==> config.mk <==
export PLATFORM = sky130hd
export DESIGN_NAME = perf_counter_unit
export DESIGN_NICKNAME = d
export VERILOG_FILES = /design/src/rtl/perf_pkg.sv /design/src/rtl/perf_window.sv /design/src/rtl/perf_chan.sv /design/src/rtl/perf_counter_unit.sv
export SDC_FILE = /design/constraint.sdc
export NUM_CORES = 1
export LEC_CHECK = 0
export ABC_AREA = 1
export BUFFER_PORTS_ARGS = -buffer_cell sky130_fd_sc_hd__buf_2
export CAP_MARGIN = 20
export CORE_MARGIN = 1.5
export CORE_UTILIZATION = 60
export DETAILED_ROUTE_END_ITERATION = 8
export PLACE_DENSITY_LB_ADDON = 0.2
export SYNTH_ARGS = -nofsm -noshare
export SYNTH_HDL_FRONTEND = slang
export SYNTH_HIERARCHICAL = 1
export SYNTH_SLANG_ARGS = --single-unit
==> constraint.sdc <==
create_clock -name clk_i -period 6.86 [get_ports clk_i]
set_input_delay 0 -clock clk_i [delete_from_list [all_inputs] [get_ports clk_i]]
set_output_delay 0 -clock clk_i [all_outputs]
set_load 0.01 [all_outputs]
==> src/rtl/perf_pkg.sv <==
package perf_pkg;
  typedef enum logic [1:0] {
    MODE_RUN  = 2'd0,
    MODE_C1C2 = 2'd1,
    MODE_C2C1 = 2'd2,
    MODE_OFF  = 2'd3
  } win_mode_e;

  localparam int SEL_W = 3;
  localparam logic [SEL_W-1:0] EV_NONE   = 3'd0;
  localparam logic [SEL_W-1:0] EV_BRANCH = 3'd2;
endpackage

==> src/rtl/perf_window.sv <==
module perf_window
  import perf_pkg::*;
(
  input  logic      clk_i,
  input  logic      rst_ni,
  input  win_mode_e mode_i,
  input  logic      rearm_i,
  input  logic      cond1_i,
  input  logic      cond2_i,
  input  logic      run_i,
  output logic      open_o
);
  logic active_q, done_q;
  logic gated, start, stop;

  assign gated = (mode_i == MODE_C1C2) || (mode_i == MODE_C2C1);
  assign start = (mode_i == MODE_C1C2) ? cond1_i : cond2_i;
  assign stop  = (mode_i == MODE_C1C2) ? cond2_i : cond1_i;

  always_comb begin
    if (mode_i == MODE_RUN)      open_o = run_i;
    else if (!gated)             open_o = 1'b0;
    else if (active_q)           open_o = 1'b1;
    else                         open_o = !done_q && start;
  end

  always_ff @(posedge clk_i or negedge rst_ni) begin
    if (!rst_ni) begin
      active_q <= 1'b0;
      done_q   <= 1'b0;
    end else if (rearm_i) begin
      active_q <= 1'b0;
      done_q   <= 1'b0;
    end else if (gated) begin
      if (!active_q && !done_q && start) begin
        active_q <= 1'b1;
      end else if (active_q && stop) begin
        active_q <= 1'b0;
        done_q   <= 1'b1;
      end
    end
  end

  // a closed window stays closed until rearmed
  a_r4_single_shot: assert property (@(posedge clk_i) disable iff (!rst_ni)
    (done_q && !rearm_i) |=> !active_q);
endmodule

==> src/rtl/perf_chan.sv <==
module perf_chan #(
  parameter int CNT_W = 32
) (
  input  logic             clk_i,
  input  logic             rst_ni,
  input  logic             clr_i,
  input  logic             en_i,
  input  logic [1:0]       step_i,
  output logic [CNT_W-1:0] cnt_o,
  output logic             ovf_o
);
  logic [CNT_W-1:0] cnt_q;
  logic             ovf_q;
  logic [CNT_W:0]   sum;

  assign sum = {1'b0, cnt_q} + (CNT_W+1)'(step_i);

  always_ff @(posedge clk_i or negedge rst_ni) begin
    if (!rst_ni) begin
      cnt_q <= '0;
      ovf_q <= 1'b0;
    end else if (clr_i) begin
      cnt_q <= '0;
      ovf_q <= 1'b0;
    end else if (en_i && !ovf_q && step_i != 2'd0) begin
      if (sum[CNT_W]) ovf_q <= 1'b1;
      else            cnt_q <= sum[CNT_W-1:0];
    end
  end

  assign cnt_o = cnt_q;
  assign ovf_o = ovf_q;

  a_r7_ovf_sticky: assert property (@(posedge clk_i) disable iff (!rst_ni)
    (ovf_q && !clr_i) |=> ovf_q);
  a_r7_ovf_hold: assert property (@(posedge clk_i) disable iff (!rst_ni)
    (ovf_q && !clr_i) |=> $stable(cnt_q));
  a_r8_clear: assert property (@(posedge clk_i) disable iff (!rst_ni)
    clr_i |=> (cnt_q == '0 && !ovf_q));
  a_r3_step_max: assert property (@(posedge clk_i) disable iff (!rst_ni)
    !clr_i |=> (CNT_W'(cnt_q - $past(cnt_q)) <= CNT_W'(2)));
endmodule

==> src/rtl/perf_counter_unit.sv <==
module perf_counter_unit
  import perf_pkg::*;
#(
  parameter int NUM_CH  = 4,
  parameter int NUM_EVT = 6,
  parameter int CNT_W   = 32,
  parameter int ADDR_W  = 3,
  parameter int DATA_W  = 8
) (
  input  logic               clk_i,
  input  logic               rst_ni,
  input  logic [NUM_EVT-1:0] evt_i,
  input  logic               cond1_i,
  input  logic               cond2_i,
  input  logic               run_i,
  input  logic               sleep_i,
  input  logic               wr_en_i,
  input  logic [ADDR_W-1:0]  wr_addr_i,
  input  logic [DATA_W-1:0]  wr_data_i,
  input  logic [$clog2(NUM_CH)-1:0] rd_ch_i,
  output logic [CNT_W-1:0]   rd_cnt_o,
  output logic               rd_valid_o,
  output logic               cfg_err_o,
  output logic               win_open_o,
  output logic [1:0]         brk_mask_o
);
  localparam logic [ADDR_W-1:0] ADDR_MODE = '0;
  localparam logic [ADDR_W-1:0] ADDR_INIT = ADDR_W'(NUM_CH + 1);

  win_mode_e        mode_q;
  logic [SEL_W-1:0] sel_q [NUM_CH];
  logic [CNT_W-1:0] cnt   [NUM_CH];
  logic [NUM_CH-1:0] ovf;
  logic [NUM_CH-1:0] assigned;
  logic clr_cmd, mode_wr, cnt_en, gated;

  assign clr_cmd = wr_en_i && (wr_addr_i == ADDR_INIT);
  assign mode_wr = wr_en_i && (wr_addr_i == ADDR_MODE);

  always_ff @(posedge clk_i or negedge rst_ni) begin
    if (!rst_ni) mode_q <= MODE_RUN;
    else if (mode_wr) mode_q <= win_mode_e'(wr_data_i[1:0]);
  end

  perf_window u_window (
    .clk_i   (clk_i),
    .rst_ni  (rst_ni),
    .mode_i  (mode_q),
    .rearm_i (clr_cmd || mode_wr),
    .cond1_i (cond1_i),
    .cond2_i (cond2_i),
    .run_i   (run_i),
    .open_o  (win_open_o)
  );

  assign cnt_en = win_open_o && !sleep_i;

  for (genvar g = 0; g < NUM_CH; g++) begin : g_ch
    logic       hit;
    logic [1:0] step;

    always_ff @(posedge clk_i or negedge rst_ni) begin
      if (!rst_ni) sel_q[g] <= EV_NONE;
      else if (wr_en_i && wr_addr_i == ADDR_W'(g + 1)) sel_q[g] <= wr_data_i[SEL_W-1:0];
    end

    always_comb begin
      hit = 1'b0;
      for (int e = 0; e < NUM_EVT; e++)
        if (sel_q[g] == SEL_W'(e + 1)) hit = evt_i[e];
    end

    assign assigned[g] = (sel_q[g] != EV_NONE) && (int'(sel_q[g]) <= NUM_EVT);
    assign step = !hit ? 2'd0 : (sel_q[g] == EV_BRANCH) ? 2'd2 : 2'd1;

    perf_chan #(.CNT_W(CNT_W)) u_chan (
      .clk_i  (clk_i),
      .rst_ni (rst_ni),
      .clr_i  (clr_cmd),
      .en_i   (cnt_en),
      .step_i (step),
      .cnt_o  (cnt[g]),
      .ovf_o  (ovf[g])
    );

    a_r6_sleep_pause: assert property (@(posedge clk_i) disable iff (!rst_ni)
      (sleep_i && !clr_cmd) |=> $stable(cnt[g]));
  end

  assign gated      = (mode_q == MODE_C1C2) || (mode_q == MODE_C2C1);
  assign brk_mask_o = gated ? 2'b11 : 2'b00;
  assign cfg_err_o  = gated && (assigned == '0);
  assign rd_cnt_o   = cnt[rd_ch_i];
  assign rd_valid_o = !ovf[rd_ch_i];

  // nothing assigned means nothing can move
  a_r10_err_idle: assert property (@(posedge clk_i) disable iff (!rst_ni)
    (cfg_err_o && !wr_en_i) |=> $stable(cnt[0]));
endmodule

== Word level (Yosys, flattened, before mapping) ==
Index checks and enable logic that the tools add are counted.

* Order comparisons: 6
* Add/subtract/negate cells: 4
* Mux-type cells: 75
* Reduce and logical (&&, ||, !) cells: 66
* Equality and inequality tests: 36
* Bitwise gates (word level): 1

{| class="wikitable"
|+ Operators with widths
! kind !! count
|-
| 32-bit 2-to-1 mux || 14
|-
| 32-bit by 2-bit adder with 33-bit output || 4
|-
| 32-bit binary-select mux with 2-bit select || 1
|-
| 1-bit 2-to-1 mux || 50
|-
| 3-bit == test (second input constant) || 14
|-
| 3-bit by 2-bit == test with 1-bit output (second input constant) || 10
|-
| 2-bit nonzero test || 14
|-
| 1-bit logical AND || 24
|-
| 2-bit 2-to-1 mux || 9
|-
| 2-bit AND reduction || 9
|-
| 3-bit by 1-bit == test with 1-bit output (second input constant) || 5
|-
| 3-bit nonzero test || 5
|-
| 3-bit less-or-equal comparator (second input constant) || 4
|-
| 1-bit zero test || 8
|-
| 2-bit inequality test (second input constant) || 4
|-
| 4-bit zero test || 1
|-
| 3-bit greater-or-equal comparator (second input constant) || 1
|-
| 3-bit zero test || 1
|-
| 2-bit by 3-bit < comparator with 1-bit output (second input constant) || 1
|-
| 2-bit inverter with 3-bit output || 1
|-
| 3-bit AND reduction || 1
|-
| 1-bit binary-select mux with 2-bit select || 1
|-
| 2-bit by 1-bit == test with 1-bit output (second input constant) || 1
|-
| 2-bit == test (second input constant) || 1
|-
| 3 further kinds || 4
|}

* Logic and storage cells: 203
* Bits in registers: 148
* Bits of input ports: 26

== Depth between registers and ports, before layout ==
* Word-level depth: 12
* Depth in mapped cells: 20
* Mapped depth without buffers: 20

== By module ==
Netlist, hierarchy kept.

{| class="wikitable"
|+ Modules (own cells, without submodules)
! module !! cells an instance !! area each (um^2) !! instances
|-
| perf_chan at g_ch[0].u_chan ... || 364 || 2529.9 || 2
|-
| perf_chan at g_ch[2].u_chan ... || 360 || 2499.9 || 2
|-
| perf_counter_unit || 346 || 2117.0 || 1
|-
| perf_window || 33 || 201.4 || 1
|}

== Worst setup path before layout ==
Ideal clock, no wire load.

* Path type: flip-flop to flip-flop
* Start point: reg sel_q[3] in the netlist's numbering
* End point: reg g_ch[2].u_chan.cnt_q[20]
* Stages on the path, launching flop included: 20
* Buffers on the path: 1
* Clock period less this slack: 2.460 ns
* Setup slack: 4.400 ns
* Data arrival time: 2.341 ns
* Cells stage by stage: dfrtp_1 -> nor2_1 -> nand2_1 -> nor2_1 -> nor2_1 -> nand2_1 -> nand3_1 -> nand2_1 -> inv_1 -> ha_1 -> fa_1 -> nand2_2 -> nor2_4 -> nand2_4 -> nor2_8 -> nand3_4 -> nand2_8 -> buf_8 -> nand2_2 -> o21ai_2

* Cells in the longest elaborated chain, start to end: 12

{| class="wikitable"
|+ RTL lines
! what !! RTL line !! RTL
|-
| start, declared || perf_counter_unit.sv:31 || <nowiki>logic [SEL_W-1:0] sel_q [NUM_CH];</nowiki>
|-
| start signal, assigned by index || perf_counter_unit.sv:64 || <nowiki>else if (wr_en_i && wr_addr_i == ADDR_W'(g + 1)) sel_q[g] <= wr_data_i[SEL_W-1:0];</nowiki>
|-
| 3-bit by 1-bit == test with 1-bit output || perf_counter_unit.sv:70 || <nowiki>if (sel_q[g] == SEL_W'(e + 1)) hit = evt_i[e];</nowiki>
|-
| 1-bit 2-to-1 mux (6 in a row) || perf_counter_unit.sv:70 ||
|-
| 2-bit 2-to-1 mux (*) || perf_counter_unit.sv:74 || <nowiki>assign step = !hit ? 2'd0 : (sel_q[g] == EV_BRANCH) ? 2'd2 : 2'd1;</nowiki>
|-
| named net g_ch[2].step[0] || perf_counter_unit.sv:60 || <nowiki>logic [1:0] step;</nowiki>
|-
| 32-bit by 2-bit adder with 33-bit output or 2-bit nonzero test (tied branches) || perf_chan.sv:16, perf_chan.sv:25 ||
|-
| 32-bit 2-to-1 mux or 1-bit logical AND (tied branches) || perf_chan.sv:26, perf_chan.sv:25 ||
|-
| 32-bit 2-to-1 mux or 2-bit nonzero test (tied branches) || - ||
|-
| 32-bit 2-to-1 mux or 2-bit AND reduction (tied branches) || - ||
|-
| end signal, assigned || perf_chan.sv:27 || <nowiki>else cnt_q <= sum[CNT_W-1:0];</nowiki>
|-
| end, declared || perf_chan.sv:12 || <nowiki>logic [CNT_W-1:0] cnt_q;</nowiki>
|}

The timed path passes the listed nets; every way through them passes the cells marked *. The select of a mux whose other input is x is not followed.
A chain may end at the register's enable or synchronous reset.

== Worst setup path after layout ==
* Start point: in wr_addr_i[0]
* End point: reg g_ch[2].u_chan.cnt_q[16]

* Cells in the longest elaborated chain, start to end: 4

{| class="wikitable"
|+ RTL lines
! what !! RTL line !! RTL
|-
| start, declared || perf_counter_unit.sv:18 || <nowiki>input logic [ADDR_W-1:0] wr_addr_i,</nowiki>
|-
| 3-bit == test (*) || perf_counter_unit.sv:37 || <nowiki>assign clr_cmd = wr_en_i && (wr_addr_i == ADDR_INIT);</nowiki>
|-
| 1-bit logical AND (*) || perf_counter_unit.sv:37 ||
|-
| named net clr_cmd || perf_counter_unit.sv:35 || <nowiki>logic clr_cmd, mode_wr, cnt_en, gated;</nowiki>
|-
| 2-bit inequality test (no line) or 2-bit nonzero test (tied branches) || - ||
|-
| 2-bit AND reduction (no line) || - ||
|}

The timed path passes the listed nets; every way through them passes the cells marked *.

==> impl_metrics.json <==
{
  "vdd_drop_max_v": 0.000179,
  "r2r_cells": 20,
  "vias_per_cell": 5.72,
  "path_delay_family": "buffers and inverters",
  "cp_slowest_cell": "clkinv_1",
  "maxCapViolCount": 0,
  "powerDensity_nw_per_um2": 262,
  "postLayoutCellArea_um2": 13300,
  "synth_ff_type": "dfrtp_1",
  "clock_sinks": 148,
  "synthMuxAreaShare": 0,
  "grt_max_degree": 77,
  "cts_max_level": 4,
  "seq_area_frac_synth": 0.299,
  "intPower_mw": 2.08,
  "end_kind": "flip-flop",
  "min_to": "sel_q[2]",
  "drt-wirelength-per-cell_um": 16.8,
  "dpl_cell_area_um2": 12500,
  "pre_cts_ws_ns": 3.69,
  "fmax_mhz": 292,
  "place_congestion": 0.942,
  "post_route_cells_drive_above_1_share": 0.183,
  "area_delta_synth_final_pct": 7.05,
  "seq_power_share": 0.416,
  "min_period_ns": 3.42,
  "hold_depth": 3,
  "synthAdderAreaFrac": 0.0166,
  "clk_pin_slew_ns": 0.07,
  "synth_area_um2": 12400,
  "cts_tree": "yes",
  "syn_avg_cell_area_um2": 6.78,
  "core-area_um2": 20200,
  "async_reset_ff_frac": 1.00,
  "yosysWarnings": 6,
  "die_area_um2": 21500,
  "critical_path.max_stage_delay_ns": 0.87,
  "placementRows": 52,
  "status": "complete, no violations",
  "worstMarginPinSlew_ns": 1.05,
  "gr-total-overflow": 0,
  "start_util": 0.612,
  "rr_endpoint": "g_ch[2].u_chan/cnt_o[16]",
  "hold_path_class": "in2reg",
  "synth_nets": 1867,
  "min_period_over_period": 0.498,
  "grt.total_usage": 0.342,
  "yosysUniqueCellTypes": 41,
  "power_frac_comb": 0.292,
  "fp.dieW_um": 147,
  "num_vias": 12297,
  "min_from": "wr_en_i",
  "crit_buf_inv": 7,
  "synth-simple-area-share": 0.428,
  "synthCells": 1827,
  "synth_compound_area_frac": 0.135,
  "io_buffers": 57,
  "arrival_ns": 3.79,
  "chipHeight_um": 147,
  "cts_buffers": 17,
  "p_sw_frac": 0.402,
  "r2r_start": "sel_q[3]",
  "synth_edf_count": 0,
  "wl_um": 36100,
  "max_slew_margin": 0.299,
  "maxSlewViolCount": 0,
  "power_switching_mw": 1.40,
  "nets": 1906,
  "clock_path_buffers": 2,
  "final_cells": 2148,
  "setup_violations": 0,
  "start_kind": "primary input",
  "hpwl_um": 26200,
  "hold_viol": 0,
  "drc": 0,
  "nFillCells": 1808,
  "crit_type": "in2reg",
  "clock_power_share": 0.292,
  "synth_top_family_by_area": "simple AND/OR/NAND/NOR gates",
  "fin_hold_ws_ns": 0.00948,
  "grt_pass1_wl_um": 58200,
  "rsz0062_at_grt": "false",
  "clkLatencyLatePin_ns": 0.43,
  "setup_slack_ns": 3.44,
  "final.setup_skew_ns": 0.00983,
  "r2r_slack_ns": 3.60,
  "drtPass1Iterations": 6,
  "postCtsResizedCells": 0,
  "leakage_nw": 5.88,
  "antenna_found_initial": 0,
  "crit_fanout": 51,
  "post-place-cells": 2102,
  "cts_root_buffer": "clkbuf_16",
  "synth_xor_area_frac": 0.0248,
  "final.setup.tns_ns": 0,
  "ios": 63,
  "path_cells": "dlygate4sd3_1, buf_2, inv_1, nor2_1, inv_2, nor2_2, buf_4, clkinv_1, nand2_1, nand2_8, inv_2, nand3_1, nand2_1",
  "first_iter_violations": 1323,
  "synth_seq_cells": 148,
  "cp.required_ns": 7.23,
  "grt_pass1_vias": 11356,
  "n_antenna_cell": 0,
  "ant_nets": 0
}
## tightest hold or removal path, delay by kind of cell
kind | cells | cell delay, ns
simple gates | 1 | 0.21
buf+inv | 1 | 0.12
compound gates | 1 | 0.08
## placed cells by master, fill, tap and decap left out, types with 11 or more instances in the layout
master,count
buf_2,56
clkbuf_16,17
dfrtp_1,148
dlygate4sd3_1,14
inv_1,147
inv_2,18
nand2_1,529
nand2_2,86
nand3_1,166
nand4_1,19
nor2_1,304
nor2_2,11
nor2_4,18
o21ai_0,67
o21ai_1,33
o21ai_2,82
o21bai_1,12
o22ai_1,21
o22ai_2,12
xnor2_1,11
xor2_1,24
## how the worst max path moves through the flow
| stage | start | end | cells after the start |
|---|---|---|---|
| 2_1_floorplan | sel_q[3] | g_ch[2].u_chan/cnt_o[20] | 19 |
| 3_3_place_gp | wr_addr_i[0] | g_ch[2].u_chan/cnt_o[16] | 12 |
| 3_5_place_dp | wr_addr_i[0] | g_ch[2].u_chan/cnt_o[16] | 12 |
| 4_1_cts | wr_addr_i[0] | g_ch[2].u_chan/cnt_o[16] | 13 |
| 5_1_grt | wr_addr_i[0] | g_ch[2].u_chan/cnt_o[16] | 13 |
| 6_report | wr_addr_i[0] | g_ch[2].u_chan/cnt_o[16] | 13 |
## final cells by class
cell class              count  area, um^2  area share
repair buffers             75         482      0.0364
flip-flops and latches    148        3700       0.280
multi-input cells        1457        7480       0.565
clock buffers              22         464      0.0350
well taps                 270         338      0.0255
clock inverters             9         151      0.0114
inverters                 167         627      0.0473
## per-layer routing
metal	track usage	vias up	routed length (um)	share of wire
met4	0.145	0	1380	0.038
met3	0.0588	94	2430	0.067
met2	0.555	456	17000	0.47
met1	0.451	5783	15300	0.42
li1	-	5964	-	-
met5	0	-	0	0
## sequential cells by signal (all words and copies together) (netlist names)
| signal | cells |
|---|---|
| g_ch.u_chan/cnt_o | 128 |
| g_ch.u_chan/ovf_o | 4 |
| mode_q | 2 |
| sel_q | 12 |
| u_window/active_q | 1 |
| u_window/done_q | 1 |
## power groups by stage
stage               sequential [mW]  combinational (mW)  clock, mW
floorplan                      1.30               0.865          0
global placement               1.44               0.959          0
detailed placement             1.44               0.995          0
CTS                            1.43                1.01       1.02
global route                   1.47                1.14       1.05
finish                         1.44                1.02       1.01
## repair_timing
action                    in CTS  in global routing
hold buffers                  14                  0
hold endpoints to repair      88                  0
buffers inserted               0                  0
## synth_stat cells, types with 18 or more instances
master   instances  area share
nand2_1        529        0.16
nor2_1         305       0.092
nand3_1        166       0.067
dfrtp_1        148        0.30
inv_1          147       0.045
nand2_2         86       0.043
o21ai_2         82       0.058
o21ai_0         67       0.027
o21ai_1         33       0.013
xor2_1          24       0.017
o22ai_1         21       0.011
nand4_1         19      0.0096
inv_2           18      0.0055
nor2_4          18       0.016
## cell families after synthesis
kind of cell    after synthesis
compound gates              239
xor+xnor                     35
fa+ha+maj                    14
buf+inv                     222
flops                       148
simple gates               1169
## per-stage QoR
step           utilization  power [mW]
2_1_floorplan            -        2.16
3_3_place_gp         0.616        2.40
3_5_place_dp         0.616        2.44
4_1_cts              0.653        3.46
5_1_grt              0.655        3.67
6_report             0.655        3.47
Power figures use the tool's default switching activity.
